`config.mk`:
```
export PLATFORM = sky130hd
export DESIGN_NAME = rom_bank_mapper
export DESIGN_NICKNAME = d
export VERILOG_FILES = /design/src/rtl/rbm_pkg.sv /design/src/rtl/rbm_bank_reg.sv /design/src/rtl/rbm_entry_gen.sv /design/src/rtl/rbm_translate.sv /design/src/rtl/rom_bank_mapper.sv
export SDC_FILE = /design/constraint.sdc
export NUM_CORES = 1
export LEC_CHECK = 0
export BUFFER_PORTS_ARGS = -buffer_cell sky130_fd_sc_hd__buf_2
export CAP_MARGIN = 25
export CORE_AREA = 2 2 39 41
export CTS_BUF_LIST = sky130_fd_sc_hd__clkbuf_2
export DETAILED_ROUTE_END_ITERATION = 7
export DIE_AREA = 0 0 41 43
export PLACE_DENSITY = 0.68
export SLEW_MARGIN = 25
export SYNTH_ARGS = -nofsm -noshare
export SYNTH_HDL_FRONTEND = slang
export SYNTH_SLANG_ARGS = --single-unit
```
`constraint.sdc`:
```
create_clock -name clk -period 1.15 [get_ports clk]
set_input_delay 0.0575 -clock clk [delete_from_list [all_inputs] [get_ports clk]]
set_output_delay 0.0575 -clock clk [all_outputs]
set_load 0.05 [all_outputs]
```
`src/rtl/rbm_pkg.sv`:
```
package rbm_pkg;
  typedef enum logic [1:0] {
    FK_PC    = 2'b00,
    FK_RESET = 2'b01,
    FK_IRQ   = 2'b10,
    FK_SCALL = 2'b11
  } fetch_kind_e;
endpackage

```
`src/rtl/rbm_bank_reg.sv`:
```
module rbm_bank_reg #(
  parameter int BANK_W = 2
) (
  input  logic              clk,
  input  logic              rst_n,
  input  logic              wr_en,
  input  logic [BANK_W-1:0] wr_data,
  output logic [BANK_W-1:0] sel_q
);
  // The new value is seen by fetches from the next cycle only
  always_ff @(posedge clk or negedge rst_n) begin
    if (!rst_n)     sel_q <= '0;
    else if (wr_en) sel_q <= wr_data;
  end
endmodule

```
`src/rtl/rbm_entry_gen.sv`:
```
module rbm_entry_gen #(
  parameter int LA_W         = 13,
  parameter int IDX_W        = 4,
  parameter int N_IRQ        = 6,
  parameter int IRQ_BASE     = 2,
  parameter int IRQ_STRIDE   = 2,
  parameter int SCALL_BASE   = 14,
  parameter int SCALL_STRIDE = 8
) (
  input  logic [IDX_W-1:0] idx,
  output logic [LA_W-1:0]  irq_addr,
  output logic [LA_W-1:0]  scall_addr
);
  localparam logic [IDX_W-1:0] IRQ_LAST = IDX_W'(N_IRQ - 1);

  logic [IDX_W-1:0] irq_idx;

  // Interrupt indices past the last entry saturate to the last entry
  always_comb begin
    irq_idx    = (idx > IRQ_LAST) ? IRQ_LAST : idx;
    irq_addr   = LA_W'(IRQ_BASE + IRQ_STRIDE * int'(irq_idx));
    scall_addr = LA_W'(SCALL_BASE + SCALL_STRIDE * int'(idx));
  end
endmodule

```
`src/rtl/rbm_translate.sv`:
```
module rbm_translate #(
  parameter int WIN_W  = 12,
  parameter int BANK_W = 2
) (
  input  logic [WIN_W:0]        laddr,
  input  logic [BANK_W-1:0]     sel,
  output logic [BANK_W+WIN_W-1:0] paddr
);
  localparam logic [BANK_W-1:0] TOP_BANK = '1;

  logic [BANK_W-1:0] upper_bank;
  logic [BANK_W-1:0] bank_no;

  // Code k picks bank k+1; the top code saturates on the top bank
  always_comb begin
    upper_bank = (sel == TOP_BANK) ? TOP_BANK : sel + 1'b1;
    bank_no    = laddr[WIN_W] ? upper_bank : '0;
    paddr      = {bank_no, laddr[WIN_W-1:0]};
  end
endmodule

```
`src/rtl/rom_bank_mapper.sv`:
```
module rom_bank_mapper #(
  parameter int WIN_W        = 12,
  parameter int BANK_W       = 2,
  parameter int IDX_W        = 4,
  parameter int N_IRQ        = 6,
  parameter int IRQ_BASE     = 2,
  parameter int IRQ_STRIDE   = 2,
  parameter int SCALL_BASE   = 14,
  parameter int SCALL_STRIDE = 8,
  localparam int LA_W        = WIN_W + 1,
  localparam int PA_W        = BANK_W + WIN_W
) (
  input  logic              clk,
  input  logic              rst_n,
  input  logic              bank_wr_en,
  input  logic [BANK_W-1:0] bank_wr_data,
  input  logic [1:0]        fetch_kind,
  input  logic [IDX_W-1:0]  entry_idx,
  input  logic [LA_W-1:0]   pc,
  output logic [PA_W-1:0]   rom_addr,
  output logic [BANK_W-1:0] bank_sel
);
  import rbm_pkg::*;

  logic [LA_W-1:0] irq_addr;
  logic [LA_W-1:0] scall_addr;
  logic [LA_W-1:0] laddr;
  fetch_kind_e     kind;

  rbm_bank_reg #(.BANK_W(BANK_W)) u_bank (
    .clk    (clk),
    .rst_n  (rst_n),
    .wr_en  (bank_wr_en),
    .wr_data(bank_wr_data),
    .sel_q  (bank_sel)
  );

  rbm_entry_gen #(
    .LA_W(LA_W), .IDX_W(IDX_W), .N_IRQ(N_IRQ),
    .IRQ_BASE(IRQ_BASE), .IRQ_STRIDE(IRQ_STRIDE),
    .SCALL_BASE(SCALL_BASE), .SCALL_STRIDE(SCALL_STRIDE)
  ) u_entry (
    .idx       (entry_idx),
    .irq_addr  (irq_addr),
    .scall_addr(scall_addr)
  );

  always_comb begin
    kind = fetch_kind_e'(fetch_kind);
    unique case (kind)
      FK_PC:    laddr = pc;
      FK_RESET: laddr = '0;
      FK_IRQ:   laddr = irq_addr;
      FK_SCALL: laddr = scall_addr;
      default:  laddr = '0;
    endcase
  end

  rbm_translate #(.WIN_W(WIN_W), .BANK_W(BANK_W)) u_xlat (
    .laddr(laddr),
    .sel  (bank_sel),
    .paddr(rom_addr)
  );
endmodule

```
* Word level (Yosys, flattened, before mapping) *
Index checks and enable logic that the tools add are counted.

word-level totals
  bits in registers = 2
  input port bits = 24

operators by class
  add/sub/neg operators = 3
  magnitude comparators = 1
  eq/ne operators = 4
  mux-type cells = 4
  reduce and logical (&&, ||, !) cells = 1

operators with widths
  cell                 count
  $pmux 13 s4          1
  $add 4x7->8 const A  1
  $add 2x5->6 const A  1
  $eq 2x2->1 const B   3
  $gt 4x3->1 const B   1
  $mux 2               2
  $mux 4               1
  $add 2x1->2 const B  1
  $eq 2x1->1 const B   1
  $logic_not 2->1      1

* Longest topological paths before layout *
  depth after elaboration = 5
  depth in mapped cells = 7
  mapped depth without buffers = 7

* By module *
A second synthesis with hierarchy kept.

unflattened totals
  cell total of the unflattened synthesis = 87
  area, all modules = 759.5 sq um

by module, submodules not included
  module           times used  cells each  area an instance (sq um)  seq. area each (sq um)
  rom_bank_mapper  1           31          299.0                     0.0
  rbm_entry_gen    1           37          279.0                     0.0
  rbm_translate    1           15          108.9                     0.0
  rbm_bank_reg     1           4           72.6                      50.0

* Least setup slack after synthesis *
OpenSTA, ideal clock, no wires.

  path kind = flip-flop to output port
  from = register u_bank.sel_q[1]
  to = output port rom_addr[12]
  arrival = 1.505 ns
  path slack = -0.412 ns
  stages on the path, launching flop included = 3
  buffers on the path = 0
  cells stage by stage = dfrtp_1 inv_1 a21oi_1

between the ends
  word-level cells in the longest chain between the ends = 3

ends and longest elaborated chain
  element                 RTL line               RTL
  start, declared         rbm_bank_reg.sv:8      output logic [BANK_W-1:0] sel_q
  start signal, assigned  rbm_bank_reg.sv:13     else if (wr_en) sel_q <= wr_data;
  $eq 2x2->1              rbm_translate.sv:16    upper_bank = (sel == TOP_BANK) ? TOP_BANK : sel + 1'b1;
  $mux 2                  rbm_translate.sv:16
  $mux 2                  rbm_translate.sv:17    bank_no = laddr[WIN_W] ? upper_bank : '0;
  end, declared           rom_bank_mapper.sv:20  output logic [PA_W-1:0] rom_addr,

No other way between the ends.

* Worst setup path in the final report *
  from = input port entry_idx[0]
  to = output port rom_addr[3]

between the ends
  word-level cells in the longest chain between the ends = 4
  elaborated cells between the ends (all ways) = 5
  classes of those cells = add/sub: 2; order compare: 1; mux: 2

ends and longest elaborated chain
  element          RTL line               RTL
  start, declared  rom_bank_mapper.sv:18  input logic [IDX_W-1:0] entry_idx,
  $gt 4x3->1       rbm_entry_gen.sv:20    irq_idx = (idx > IRQ_LAST) ? IRQ_LAST : idx;
  $mux 4           rbm_entry_gen.sv:20
  $add 2x5->6      rbm_entry_gen.sv:21    irq_addr = LA_W'(IRQ_BASE + IRQ_STRIDE * int'(irq_idx));
  $pmux 13 s4 (*)  rom_bank_mapper.sv:50  unique case (kind)

Mark *: on every way between the ends. The rest lies on a longest branch, timed or not.

==> flow_metrics.env <==
export IMPL_internal_power_mw=0.343
export IMPL_final_max_slew_violation_count=0
export IMPL_cts_buffers_inserted=3
export IMPL_total_leakage_power_nw=0.464
export IMPL_drt_vias_per_instance=4.67
export IMPL_synth_net_count=79
export IMPL_number_of_flip_flops_in_the_largest_register=2
export IMPL_synth_top_area_share_pct=14.3
export IMPL_drt_antenna_net_count=0
export IMPL_detail_route_wl_per_cell_um=11.4
export IMPL_p_seq_share_pct=13.1
export IMPL_setup_repair_after_global_routing_missed_its_margin="true"
export IMPL_final_core_utilization_pct=67.5
export IMPL_mean_area_per_synthesized_cell_um2=6.84
export IMPL_track_usage_pct=18.6
export IMPL_drt_initial_drc_count=7
export IMPL_run_status="finished, violations left"
export IMPL_power_net_switching_mw=0.301
export IMPL_p_comb_share_pct=70.6
export IMPL_worst_ep_arrival_time_ns=1.51
export IMPL_worst_r2r_cell_count=1
export IMPL_worstPathRequired_ns=1.09
export IMPL_clock_latency_ns=0.18
export IMPL_initial_cell_density_of_the_core_pct=25.2
export IMPL_netlist_top_cell_by_area="dfrtp_1"
export IMPL_sort_of_element_at_the_end_of_the_critical_path="output pin"
export IMPL_achievable_frequency_ghz=0.639
export IMPL_num_vias=584
export IMPL_ys_ff_latch=2
export IMPL_antenna_cells=0
export IMPL_layout_filler_cells=107
export IMPL_synth_warnings=0
export IMPL_final_period_minus_worst_setup_slack_ns=1.56
export IMPL_critPathLaunchType="input pin"
export IMPL_grt_first_pass_wirelength_um=2210
export IMPL_r2r_start="u_bank.sel_q[0]"
export IMPL_top_register="u_bank.sel_q"
export IMPL_max_cap_violations=0
export IMPL_most_frequent_standard_cell_in_the_layout_excluding_fill_and_tap_cells="buf_2"
export IMPL_cts_root_buf="clkbuf_2"
export IMPL_power_frac_clock_pct=16.2
export IMPL_cts_tree="built"
export IMPL_hold_viol=0
export IMPL_post_route_period_util_pct=136
export IMPL_setup_tns_ns=-0.910
export IMPL_rows=14
export IMPL_failed_checks="setup timing"
export IMPL_grt_pass1_vias=567
export IMPL_vdd_ir_drop_max_mv=0.468
export IMPL_design_power_total_mw=0.645
export IMPL_ctsHtreeMaxLevel=1
export IMPL_crit_type="in -> out"
export IMPL_mostFrequentLayoutCells="buf_2 (29), buf_4 (14), nand2_1 (8)"
export IMPL_pin_count_of_the_biggest_net_entering_global_routing=8
export IMPL_slowest_delay_ns=0.35
export IMPL_timing_worst_slew_pin_value_ns=0.246
export IMPL_dieArea_um2=1760
export IMPL_holdPathEnd="u_bank.sel_q[1]"
export IMPL_numClockSinks=2
export IMPL_synth_area_leaders="dfrtp_1 (14%), ha_1 (14%), nand2_1 (9.7%)"
export IMPL_syn_area_um2=349
export IMPL_ys_seq_area_share_pct=14.3
export IMPL_drtPass1Iterations=4
export IMPL_power_share_switching_pct=46.7
export IMPL_instance_count_along_the_most_critical_hold_path=3
export IMPL_max_slew_margin_rel_pct=83.6
export IMPL_antenna_found_initial=0
export IMPL_timing_final_setup_violations=4
export IMPL_timing_critical_path_slowest_stage_cell="a221o_2"
export IMPL_globalplace_congestion=0.683
export IMPL_dp_hpwl_um=1050
export IMPL_critical_path_cell_chain="buf_8 -> inv_4 -> ha_4 -> nor2_4 -> a211o_4 -> ha_4 -> xnor2_1 -> a221o_2 -> buf_8"
export IMPL_synth_distinct_cells=19
export IMPL_critical_path_top_delay_family="compound AO/OA/AOI/OAI gates"
export IMPL_power_density_nw_per_um2=690
export IMPL_count_of_pins_on_the_block_boundary=40
export IMPL_crit_reg2reg_capture="u_bank.sel_q[0]"
export IMPL_worst_case_register_to_register_setup_slack_ns=0.36
export IMPL_dieHeight_um=43
export IMPL_cts_reportedPaths_clkPinSlew_ns=0.03
export IMPL_syn_to_final_growth_pct=168
export IMPL_die_width_um=41
export IMPL_hold_start="bank_wr_data[1]"
export IMPL_core_um2=1380
export IMPL_max_clock_path_buffers=2
export IMPL_io_buffers=39
export IMPL_remaining_design_rule_violation_count=0
export IMPL_grt_overflow=0
export IMPL_hp_class="in -> reg"
export IMPL_path_max_fanout=3
export IMPL_wirelength_um=1420
export IMPL_timing_final_ws_setup_ns=-0.414
export IMPL_post_route_cells_drive_above_1_share_pct=72.5
export IMPL_registers_with_the_most_flip_flops="u_bank.sel_q (2)"
export IMPL_synth_cells=51
export IMPL_final_net_count=139
export IMPL_fin_worst_skew_ns=0
export IMPL_timing_critical_path_buf_inv=3
## power by group through the flow
stage	Sequential (mW)	Clock, mW	Combinational [mW]
after global placement	0.0849	0	0.374
after detailed placement	0.0851	0	0.379
after global routing	0.0858	0.115	0.485
final	0.0847	0.105	0.456
after floorplan	0.108	0	0.213
after CTS	0.0845	0.113	0.441
## cells in the mapped netlist
| master | number |
|---|---|
| nand2_1 | 9 |
| nor2_1 | 6 |
| and2_1 | 5 |
| o21ai_0 | 5 |
| ha_1 | 4 |
| a21oi_1 | 3 |
| inv_1 | 3 |
| nand3_1 | 3 |
| dfrtp_1 | 2 |
| xnor2_1 | 2 |
| a211o_2 | 1 |
| a211oi_1 | 1 |
| a221o_1 | 1 |
| clkbuf_1 | 1 |
| mux2_2 | 1 |
| nand3_2 | 1 |
| nor2b_1 | 1 |
| or4b_1 | 1 |
| xor2_1 | 1 |
## kinds of logic (layout without fill, tap and decap cells)
| group | after synthesis | count (layout) | share of synthesized area (%) |
|---|---|---|---|
| and+or+nand+nor | 26 | 26 | 36.9 |
| AOI/OAI and AO/OA | 11 | 11 | 19.4 |
| adders and majority gates | 4 | 4 | 14.3 |
| buffers and inverters | 4 | 62 | 4.30 |
| xor gates and xnor gates | 3 | 3 | 7.53 |
| DFF | 2 | 2 | 14.3 |
| muxes | 1 | 1 | 3.23 |
## final cells by class
cell class / count / area, um^2 / share of cell area, %
repair buffers: 56 / 414 / 44.3
multi-input cells: 45 / 414 / 44.3
well taps: 16 / 20.0 / 2.14
inverters: 3 / 21.3 / 2.28
flip-flops and latches: 2 / 50.0 / 5.35
clock buffers: 3 / 15.0 / 1.61
## worst max-delay path by stage
stage	slack (ns)	cells after the start	start	endpoint
6_report	-0.41	9	entry_idx[0]	rom_addr[3]
4_1_cts	-0.41	9	entry_idx[0]	rom_addr[3]
3_5_place_dp	-0.49	9	entry_idx[1]	rom_addr[3]
5_1_grt	-0.45	9	entry_idx[1]	rom_addr[3]
2_1_floorplan	-0.24	7	entry_idx[1]	rom_addr[3]
3_3_place_gp	-0.47	9	entry_idx[1]	rom_addr[3]
## timing repair
item,CTS,global route
buffers inserted,2,0
hold buffers,1,0
resized for setup,28,7
pin swaps,8,1
endpoints found under the setup margin,8,8
hold endpoints to repair,2,0
## worst min-delay path, stage by stage
cell and delay, ns:
buf_2 0.07, nand2_1 0.03, o21ai_0 0.05
## through the flow
stage               hold WS [ns]  instances  setup slack (ns)  area, um^2
finish                    0.0738        125            -0.414         935
global route              0.0898        125            -0.449         935
CTS                       0.0622        125            -0.413         907
detailed placement        -0.153        119            -0.491         764
global placement          -0.155        119            -0.466         764
floorplan                 -0.238         51            -0.240         448
## metal layers
layer	up-vias	GRT usage, %	share of wire (%)
met5	-	0	0
met4	0	8.00	0
met3	0	5.24	12
met2	35	34.4	56
met1	258	17.0	32
li1	291	-	-
Note: power is estimated with default switching activity, not from simulation.
